**src/rtl/conv_reader_pkg.sv**
```systemverilog
package conv_reader_pkg;

    typedef enum logic [2:0] {
        ST_IDLE = 3'd0,
        ST_WAIT = 3'd1,
        ST_LEAD = 3'd2,
        ST_HIGH = 3'd3,
        ST_LOW  = 3'd4
    } rd_state_e;

    typedef struct packed {
        logic sel_n;
        logic clk;
    } pin_s;

    localparam pin_s PINS_PARKED = '{sel_n: 1'b1, clk: 1'b1};

    function automatic int ns_to_cyc(input int ns, input int mhz);
        return (ns * mhz + 999) / 1000;
    endfunction

    function automatic int us_to_cyc(input int us, input int mhz);
        return us * mhz;
    endfunction

    function automatic int max2(input int a, input int b);
        return (a > b) ? a : b;
    endfunction

    function automatic int at_least_one(input int a);
        return (a < 1) ? 1 : a;
    endfunction

endpackage

```
**src/rtl/cr_timer.sv**
```systemverilog
module cr_timer #(
    parameter int TW = 8
) (
    input  logic          clk,
    input  logic          rst,
    input  logic          load,
    input  logic [TW-1:0] load_val,
    output logic          zero
);
    logic [TW-1:0] cnt;

    always_ff @(posedge clk) begin
        if (rst) begin
            cnt <= '0;
        end else if (load) begin
            cnt <= load_val;
        end else if (cnt != '0) begin
            cnt <= cnt - 1'b1;
        end
    end

    assign zero = (cnt == '0);
endmodule

```
**src/rtl/cr_shift.sv**
```systemverilog
module cr_shift #(
    parameter int W = 16
) (
    input  logic         clk,
    input  logic         rst,
    input  logic         shift_en,
    input  logic         din,
    output logic [W-1:0] word
);
    always_ff @(posedge clk) begin
        if (rst) begin
            word <= '0;
        end else if (shift_en) begin
            word <= {word[W-2:0], din};
        end
    end
endmodule

```
**src/rtl/cr_ctrl.sv**
```systemverilog
module cr_ctrl
    import conv_reader_pkg::*;
#(
    parameter int CONV_CYC = 100,
    parameter int LEAD_CYC = 13,
    parameter int HALF_CYC = 13,
    parameter int BITS     = 16,
    parameter int TW       = 8
) (
    input  logic          clk,
    input  logic          rst,
    input  logic          start,
    input  logic          repeat_en,
    input  logic          abort,
    input  logic          tmr_zero,
    output logic          tmr_load,
    output logic [TW-1:0] tmr_val,
    output logic          capture,
    output logic          last_bit,
    output logic          busy,
    output pin_s          pins
);
    localparam int BW = $clog2(BITS + 1);
    localparam logic [TW-1:0] CONV_LD = TW'(CONV_CYC - 1);
    localparam logic [TW-1:0] LEAD_LD = TW'(LEAD_CYC - 1);
    localparam logic [TW-1:0] HALF_LD = TW'(HALF_CYC - 1);

    rd_state_e     st, nxt;
    logic [BW-1:0] bit_cnt;
    pin_s          pins_d;

    always_comb begin
        nxt      = st;
        tmr_load = 1'b0;
        tmr_val  = '0;
        capture  = 1'b0;
        unique case (st)
            ST_IDLE: begin
                if (start || repeat_en) begin
                    nxt      = ST_WAIT;
                    tmr_load = 1'b1;
                    tmr_val  = CONV_LD;
                end
            end
            ST_WAIT: begin
                if (abort) begin
                    nxt = ST_IDLE;
                end else if (tmr_zero) begin
                    nxt      = ST_LEAD;
                    tmr_load = 1'b1;
                    tmr_val  = LEAD_LD;
                end
            end
            ST_LEAD: begin
                if (abort) begin
                    nxt = ST_IDLE;
                end else if (tmr_zero) begin
                    nxt      = ST_HIGH;
                    tmr_load = 1'b1;
                    tmr_val  = HALF_LD;
                    capture  = 1'b1;
                end
            end
            ST_HIGH: begin
                if (abort) begin
                    nxt = ST_IDLE;
                end else if (tmr_zero) begin
                    nxt      = ST_LOW;
                    tmr_load = 1'b1;
                    tmr_val  = HALF_LD;
                end
            end
            ST_LOW: begin
                if (abort) begin
                    nxt = ST_IDLE;
                end else if (tmr_zero) begin
                    if (bit_cnt == BW'(BITS)) begin
                        if (repeat_en) begin
                            nxt      = ST_WAIT;
                            tmr_load = 1'b1;
                            tmr_val  = CONV_LD;
                        end else begin
                            nxt = ST_IDLE;
                        end
                    end else begin
                        nxt      = ST_HIGH;
                        tmr_load = 1'b1;
                        tmr_val  = HALF_LD;
                        capture  = 1'b1;
                    end
                end
            end
            default: nxt = ST_IDLE;
        endcase
    end

    always_comb begin
        pins_d.sel_n = !(nxt == ST_LEAD || nxt == ST_HIGH || nxt == ST_LOW);
        pins_d.clk   = !(nxt == ST_LEAD || nxt == ST_LOW);
    end

    always_ff @(posedge clk) begin
        if (rst) begin
            st      <= ST_IDLE;
            pins    <= PINS_PARKED;
            bit_cnt <= '0;
        end else begin
            st   <= nxt;
            pins <= pins_d;
            if (st == ST_WAIT) begin
                bit_cnt <= '0;
            end else if (capture) begin
                bit_cnt <= bit_cnt + 1'b1;
            end
        end
    end

    assign last_bit = capture && (bit_cnt == BW'(BITS - 1));
    assign busy     = (st != ST_IDLE);
endmodule

```
**src/rtl/conv_reader.sv**
```systemverilog
module conv_reader
    import conv_reader_pkg::*;
#(
    parameter int CLK_MHZ      = 50,
    parameter int SCK_HALF_NS  = 250,
    parameter int CS_SETUP_NS  = 100,
    parameter int CONV_WAIT_US = 42000,
    parameter int WORD_BITS    = 16
) (
    input  logic                 clk,
    input  logic                 rst,
    input  logic                 start_i,
    input  logic                 auto_i,
    input  logic                 abort_i,
    input  logic                 sdo_i,
    output logic                 cs_n_o,
    output logic                 sck_o,
    output logic                 busy_o,
    output logic                 valid_o,
    output logic [WORD_BITS-1:0] data_o
);
    localparam int HALF_CYC = at_least_one(ns_to_cyc(SCK_HALF_NS, CLK_MHZ));
    localparam int SET_CYC  = at_least_one(ns_to_cyc(CS_SETUP_NS, CLK_MHZ));
    localparam int LEAD_CYC = max2(HALF_CYC, SET_CYC);
    localparam int CONV_CYC = at_least_one(us_to_cyc(CONV_WAIT_US, CLK_MHZ));
    localparam int TW       = $clog2(max2(CONV_CYC, LEAD_CYC) + 1);

    logic                 tmr_load, tmr_zero, capture, last_bit;
    logic [TW-1:0]        tmr_val;
    logic [WORD_BITS-1:0] sh_word;
    pin_s                 pins;

    cr_ctrl #(
        .CONV_CYC (CONV_CYC),
        .LEAD_CYC (LEAD_CYC),
        .HALF_CYC (HALF_CYC),
        .BITS     (WORD_BITS),
        .TW       (TW)
    ) u_ctrl (
        .clk       (clk),
        .rst       (rst),
        .start     (start_i),
        .repeat_en (auto_i),
        .abort     (abort_i),
        .tmr_zero  (tmr_zero),
        .tmr_load  (tmr_load),
        .tmr_val   (tmr_val),
        .capture   (capture),
        .last_bit  (last_bit),
        .busy      (busy_o),
        .pins      (pins)
    );

    cr_timer #(.TW(TW)) u_timer (
        .clk      (clk),
        .rst      (rst),
        .load     (tmr_load),
        .load_val (tmr_val),
        .zero     (tmr_zero)
    );

    cr_shift #(.W(WORD_BITS)) u_shift (
        .clk      (clk),
        .rst      (rst),
        .shift_en (capture),
        .din      (sdo_i),
        .word     (sh_word)
    );

    always_ff @(posedge clk) begin
        if (rst) begin
            valid_o <= 1'b0;
            data_o  <= '0;
        end else begin
            valid_o <= last_bit;
            if (last_bit) begin
                data_o <= {sh_word[WORD_BITS-2:0], sdo_i};
            end
        end
    end

    assign cs_n_o = pins.sel_n;
    assign sck_o  = pins.clk;
endmodule

```
**config.mk**
```make
export PLATFORM = sky130hd
export DESIGN_NAME = conv_reader
export DESIGN_NICKNAME = d
export VERILOG_FILES = /design/src/rtl/conv_reader_pkg.sv /design/src/rtl/cr_timer.sv /design/src/rtl/cr_shift.sv /design/src/rtl/cr_ctrl.sv /design/src/rtl/conv_reader.sv
export SDC_FILE = /design/constraint.sdc
export NUM_CORES = 1
export LEC_CHECK = 0
export BUFFER_PORTS_ARGS = -buffer_cell sky130_fd_sc_hd__buf_4
export CAP_MARGIN = 0
export CELL_PAD_IN_SITES_DETAIL_PLACEMENT = 1
export CELL_PAD_IN_SITES_GLOBAL_PLACEMENT = 1
export CORE_MARGIN = 5
export CORE_UTILIZATION = 44
export DETAILED_ROUTE_END_ITERATION = 10
export PLACE_DENSITY_LB_ADDON = 0.1
export SLEW_MARGIN = 20
export SYNTH_ARGS = -nofsm -noshare
export SYNTH_HDL_FRONTEND = slang
export SYNTH_SLANG_ARGS = --single-unit
export TNS_END_PERCENT = 50
```
**constraint.sdc**
```tcl
create_clock -name clk -period 3 [get_ports clk]
set_input_delay 0.45 -clock clk [delete_from_list [all_inputs] [get_ports clk]]
set_output_delay 0.45 -clock clk [all_outputs]
set_load 0.005 [all_outputs]
```
# After elaboration in Yosys (flattened, before gate mapping)
# Cells that the tools add are included.
# classes
n_reduce_logical	14
n_addsub	2
n_mux	34
eq_ne	9
# ops
operator	count
$mux 22	8
$pmux 22 s3	1
$mux 3	9
$logic_not 22->1	1
$reduce_bool 22->1	1
$sub 22x1->22 const B	1
$pmux 3 s5	1
$eq 3x2->1 const B	4
$mux 1	11
$eq 3x3->1 const B	2
$add 5x1->5 const B	1
$eq 5x4->1 const B	1
$eq 5x5->1 const B	1
$logic_or 1x1->1	4
$mux 4	1
$eq 3x1->1 const B	1
$logic_not 3->1	1
$pmux 1 s3	1
$reduce_bool 3->1	1
$reduce_or 3->1	1
$logic_not 1->1	2
$mux 2	1
$pmux 1 s2	1
$reduce_bool 2->1	1
other kinds (2)	2
# totals
regBits	64
output_inout_bits	20
in_bits	6
word_cells	67

# Longest topological paths before layout
# depth
depth_word	9
mapped_depth	9
depth_no_buf	7

# Hierarchy
# From an unflattened synthesis, not the netlist that was laid out.
# hier_totals
cells_unflattened	345
hier_area_um2	3186.8
# modules_own_cells
module	cells_each	area_each_um2	seq_area_each_um2	instances
cr_timer	146	1212.4	440.4	1
cr_ctrl	93	785.8	200.2	1
conv_reader	54	608.1	340.3	1
cr_shift	52	580.6	320.3	1

# Least setup slack after synthesis
# No wires, ideal clock.
# synth_path
path_type	reg2reg
from	register u_timer.cnt[3]
to	register u_timer.cnt[19]
t_arrival_ns	2.126
setup_slack_ns	0.808
synth_period_minus_slack_ns	2.192
path_stages_with_launch	6
setup_time_ns	0.066
required_time_ns	2.934
path_buffers	0
cell_sequence	dfxtp_1 -> or4_4 -> or3_4 -> or2_4 -> or4_4 -> a21oi_2
# synth_between
elab_chain_cells	5
word_cells_on_any_way	14
classes_between	1 x add/sub; 10 x mux; 3 x reduce/logical
# synth_lines
element	line	text
start, declared	cr_timer.sv:10	logic [TW-1:0] cnt;
start signal, assigned	cr_timer.sv:16	cnt <= load_val;
start signal, assigned	cr_timer.sv:18	cnt <= cnt - 1'b1;
parallel branches: the longest is 5 deep, another holds $sub 22x1->22	-	
# Parallel ways; which one is timed is not known. The select of a mux whose other input is x is not followed.
# A chain may end at the register's enable or synchronous reset.

# Final worst setup path
# layout_path
from	register u_timer.cnt[3]
to	register data_o[6]
# layout_between
elab_chain_cells	5
word_cells_on_any_way	7
classes_between	5 x mux; 2 x reduce/logical
# layout_lines
element	line	text
$logic_not 22->1 *	cr_timer.sv:22	assign zero = (cnt == '0);
$mux 1 (on tied branches)	cr_ctrl.sv:76, cr_ctrl.sv:57	
$mux 1 (on tied branches)	cr_ctrl.sv:74, cr_ctrl.sv:55	
$pmux 1 s2 *	cr_ctrl.sv:37	unique case (st)
$logic_and 1x1->1 *	cr_ctrl.sv:118	assign last_bit = capture && (bit_cnt == BW'(BITS - 1));
end signal, assigned	conv_reader.sv:77	data_o <= {sh_word[WORD_BITS-2:0], sdo_i};
end, declared	conv_reader.sv:20	output logic [WORD_BITS-1:0] data_o
# Every way passes the cells marked *; elsewhere a longest branch is shown, timed or not.

==> run metrics <==
synthesis warning total 0; synthesized instance count 355; Critical Path AT 2660 ps; postcts setup bufs 0; fmax 407 MHz; clk_lat worst skew 340 ps; GR Util met3 0.0458; Critical Path Max Stage Delay approximately 560 ps; layout cells sized above 1 0.175; outcome complete, no violations; GR peak layer met2; R2R Path Start u_timer.cnt[3]$_SDFFE_PP0P_; core area 0.00646 mm^2; Placed Cells incl. Taps 443; Max-Cap Viols 0; drt total wl roughly 7400 um; pin count of the biggest net entering global routing 45; CP Data Required Time 3200 ps; HPWL Detailed 5010 um; Hold Path Sink u_ctrl.st[1]$_SDFF_PP0_; nets 387; Die Span Y between 90 and 100 um; Slew Viols, Final 0; period utilisation layout 0.819; setup ws final 544 ps; root buf cell clkbuf_8; CTS sink count 64; Worst Setup Slack post-DPL 567 ps; CTS max path bufs 2; worst-path maximum fanout 33; final core utilization 0.532; PwrDens 597 mW/mm^2; std cell rows 29; # IOs 26; leading register cell type out of synthesis dfxtp_1; Fin. Hold Viols 0; synth unique cells 52; synthesized area per cell 8.32 um^2; final instance area 0.00344 mm^2; Final Wtd Congestion 0.833; Post-CTS Hold Fix Bufs 0; Antenna diodes 0; Initial DRC Count 113; H-tree Lvls 3; TritonCTS Buffers 9; CTS clk-pin slew, worst paths roughly 80 ps; Post-DP Area approximately 0.0032 mm^2; first-pass GRT wire length 12800 um; cell family with most CP delay simple AND/OR/NAND/NOR gates; global route total overflow 0; first-pass detailed-route iteration total 4; most frequent cells in the layout dfxtp_1, a21oi_1, nand2_1; commonest non-fill, non-tap cell in the layout dfxtp_1; hold path start abort_i; slew margin rel. 0.543; setup_tns 0 ps; initial antenna violation count 0; vias in the first global route 2573; LEAKAGE 1.20 nW; non-filler instance count after layout 459; drt wl/cell 16.2 um; DRC 0; Hold Path Stages 2; register area share after synthesis 0.434; critical path class reg2reg; worst path cell trace nor4_1, and4_1, o2111ai_2, buf_4, o21ai_0, a21oi_1; synthesized flop and latch total 64; met2 Use GR 0.288; r2r setup slk 540 ps; Starting Density 0.458; I/O Buffers 25; worst-margin pin slew between 600 and 700 ps; All-Layer GR Usage 0.185; CTS tree done; WP buf/inv 1; mapped cell area 0.00296 mm^2; slowest cell on the critical path and4_1; P&R area growth vs syn 16.3%; hold_ws 344 ps; share of flip-flops with an asynchronous set or reset 0; number of synthesized flops with an enable pin 0; M1 GR Usage 0.256; critical path startpoint category flip-flop; Resized cells post-CTS 0; CP Capture Type flip-flop; antenna-violating nets left 0; Via density 5.69; Clock Skew 8.57 ps; die width 92.0 um; Vias approximately 2600; R2R Path End data_o[6]$_SDFFE_PP0P_; Final min period 2460 ps; Reg2Reg Depth 6; die area between 0.008 and 0.009 mm^2; HP Class in2reg; RSZ-0062 raised after global routing no; Post-Syn Nets 365; Tot Pwr 2.05 mW; worst vdd ir 0.000330 V; final setup fails 0
-- logic make-up (layout without fill, tap and decap cells) --
group | after synthesis | after routing | share of synthesized area
and+or+nand+nor | 133 | 133 | 0.239
AOI/OAI and AO/OA | 111 | 111 | 0.227
DFF | 64 | 64 | 0.434
buffers and inverters | 29 | 56 | 0.0411
xor gates and xnor gates | 12 | 12 | 0.0356
adders and majority gates | 4 | 4 | 0.0169
muxes | 2 | 2 | 0.00677
-- worst max path at each step --
stage | to | slack (ps) | cells past startpoint | startpoint
final | data_o[6]$_SDFFE_PP0P_ | 540 | 6 | u_timer.cnt[3]$_SDFFE_PP0P_
after global placement | u_ctrl.pins[0]$_SDFF_PP1_ | 610 | 5 | u_timer.cnt[17]$_SDFFE_PP0P_
after floorplan | u_timer.cnt[19]$_SDFFE_PP0P_ | 810 | 5 | u_timer.cnt[3]$_SDFFE_PP0P_
after CTS | data_o[6]$_SDFFE_PP0P_ | 560 | 6 | u_timer.cnt[3]$_SDFFE_PP0P_
after global routing | u_timer.cnt[0]$_SDFFE_PP0P_ | 350 | 5 | u_timer.cnt[8]$_SDFFE_PP0P_
after detailed placement | u_ctrl.pins[0]$_SDFF_PP1_ | 570 | 5 | u_timer.cnt[17]$_SDFFE_PP0P_
-- synthesized netlist by cell type (all sizes together), types with 3 or more instances --
cell type	instances	area (um^2)
dfxtp	64	1280
xor2	4	35.0
or3	11	80.1
o211ai	6	45.0
xnor2	8	70.1
or2	3	21.3
nand2	39	146
nor2b	4	25.0
o21ai	28	144
ha	4	50.1
a21oi	50	254
a211oi	4	30.0
nor2	22	82.6
inv	8	30.0
nor3	8	40.0
nand3	19	95.1
a31oi	3	18.8
nor4	7	50.1
or4	7	68.8
clkbuf	19	81.3
o21a	6	45.0
nand2b	3	18.8
-- area by class of cell --
type | instances | area (um^2)
flip-flops and latches | 64 | 1280
inverters | 8 | 30.0
well taps | 77 | 96.3
repair buffers | 32 | 240
clock buffers | 10 | 138
clock inverters | 6 | 92.6
multi-input cells | 262 | 1560
fillers | 805 | 3020
-- registers in the layout, summed over array words and instances, names as in the netlist --
register        count
u_timer.cnt        22
data_o             16
u_shift.word       15
u_ctrl.bit_cnt      5
u_ctrl.st           3
u_ctrl.pins         2
valid_o             1
-- per-layer routing --
metal	vias to the layer above	part of all wire	routed length (um)
li1	1318	-	-
met1	1254	0.50	3700
met2	31	0.46	3410
met3	8	0.029	212
met4	0	0.012	86
met5	-	0	0
-- report_power, final --
part	internal, mW	switching (mW)
clock network	0.493	0.348
logic	0.118	0.177
registers	0.878	0.0362
No activity file was read; power rests on OpenSTA's default activity.
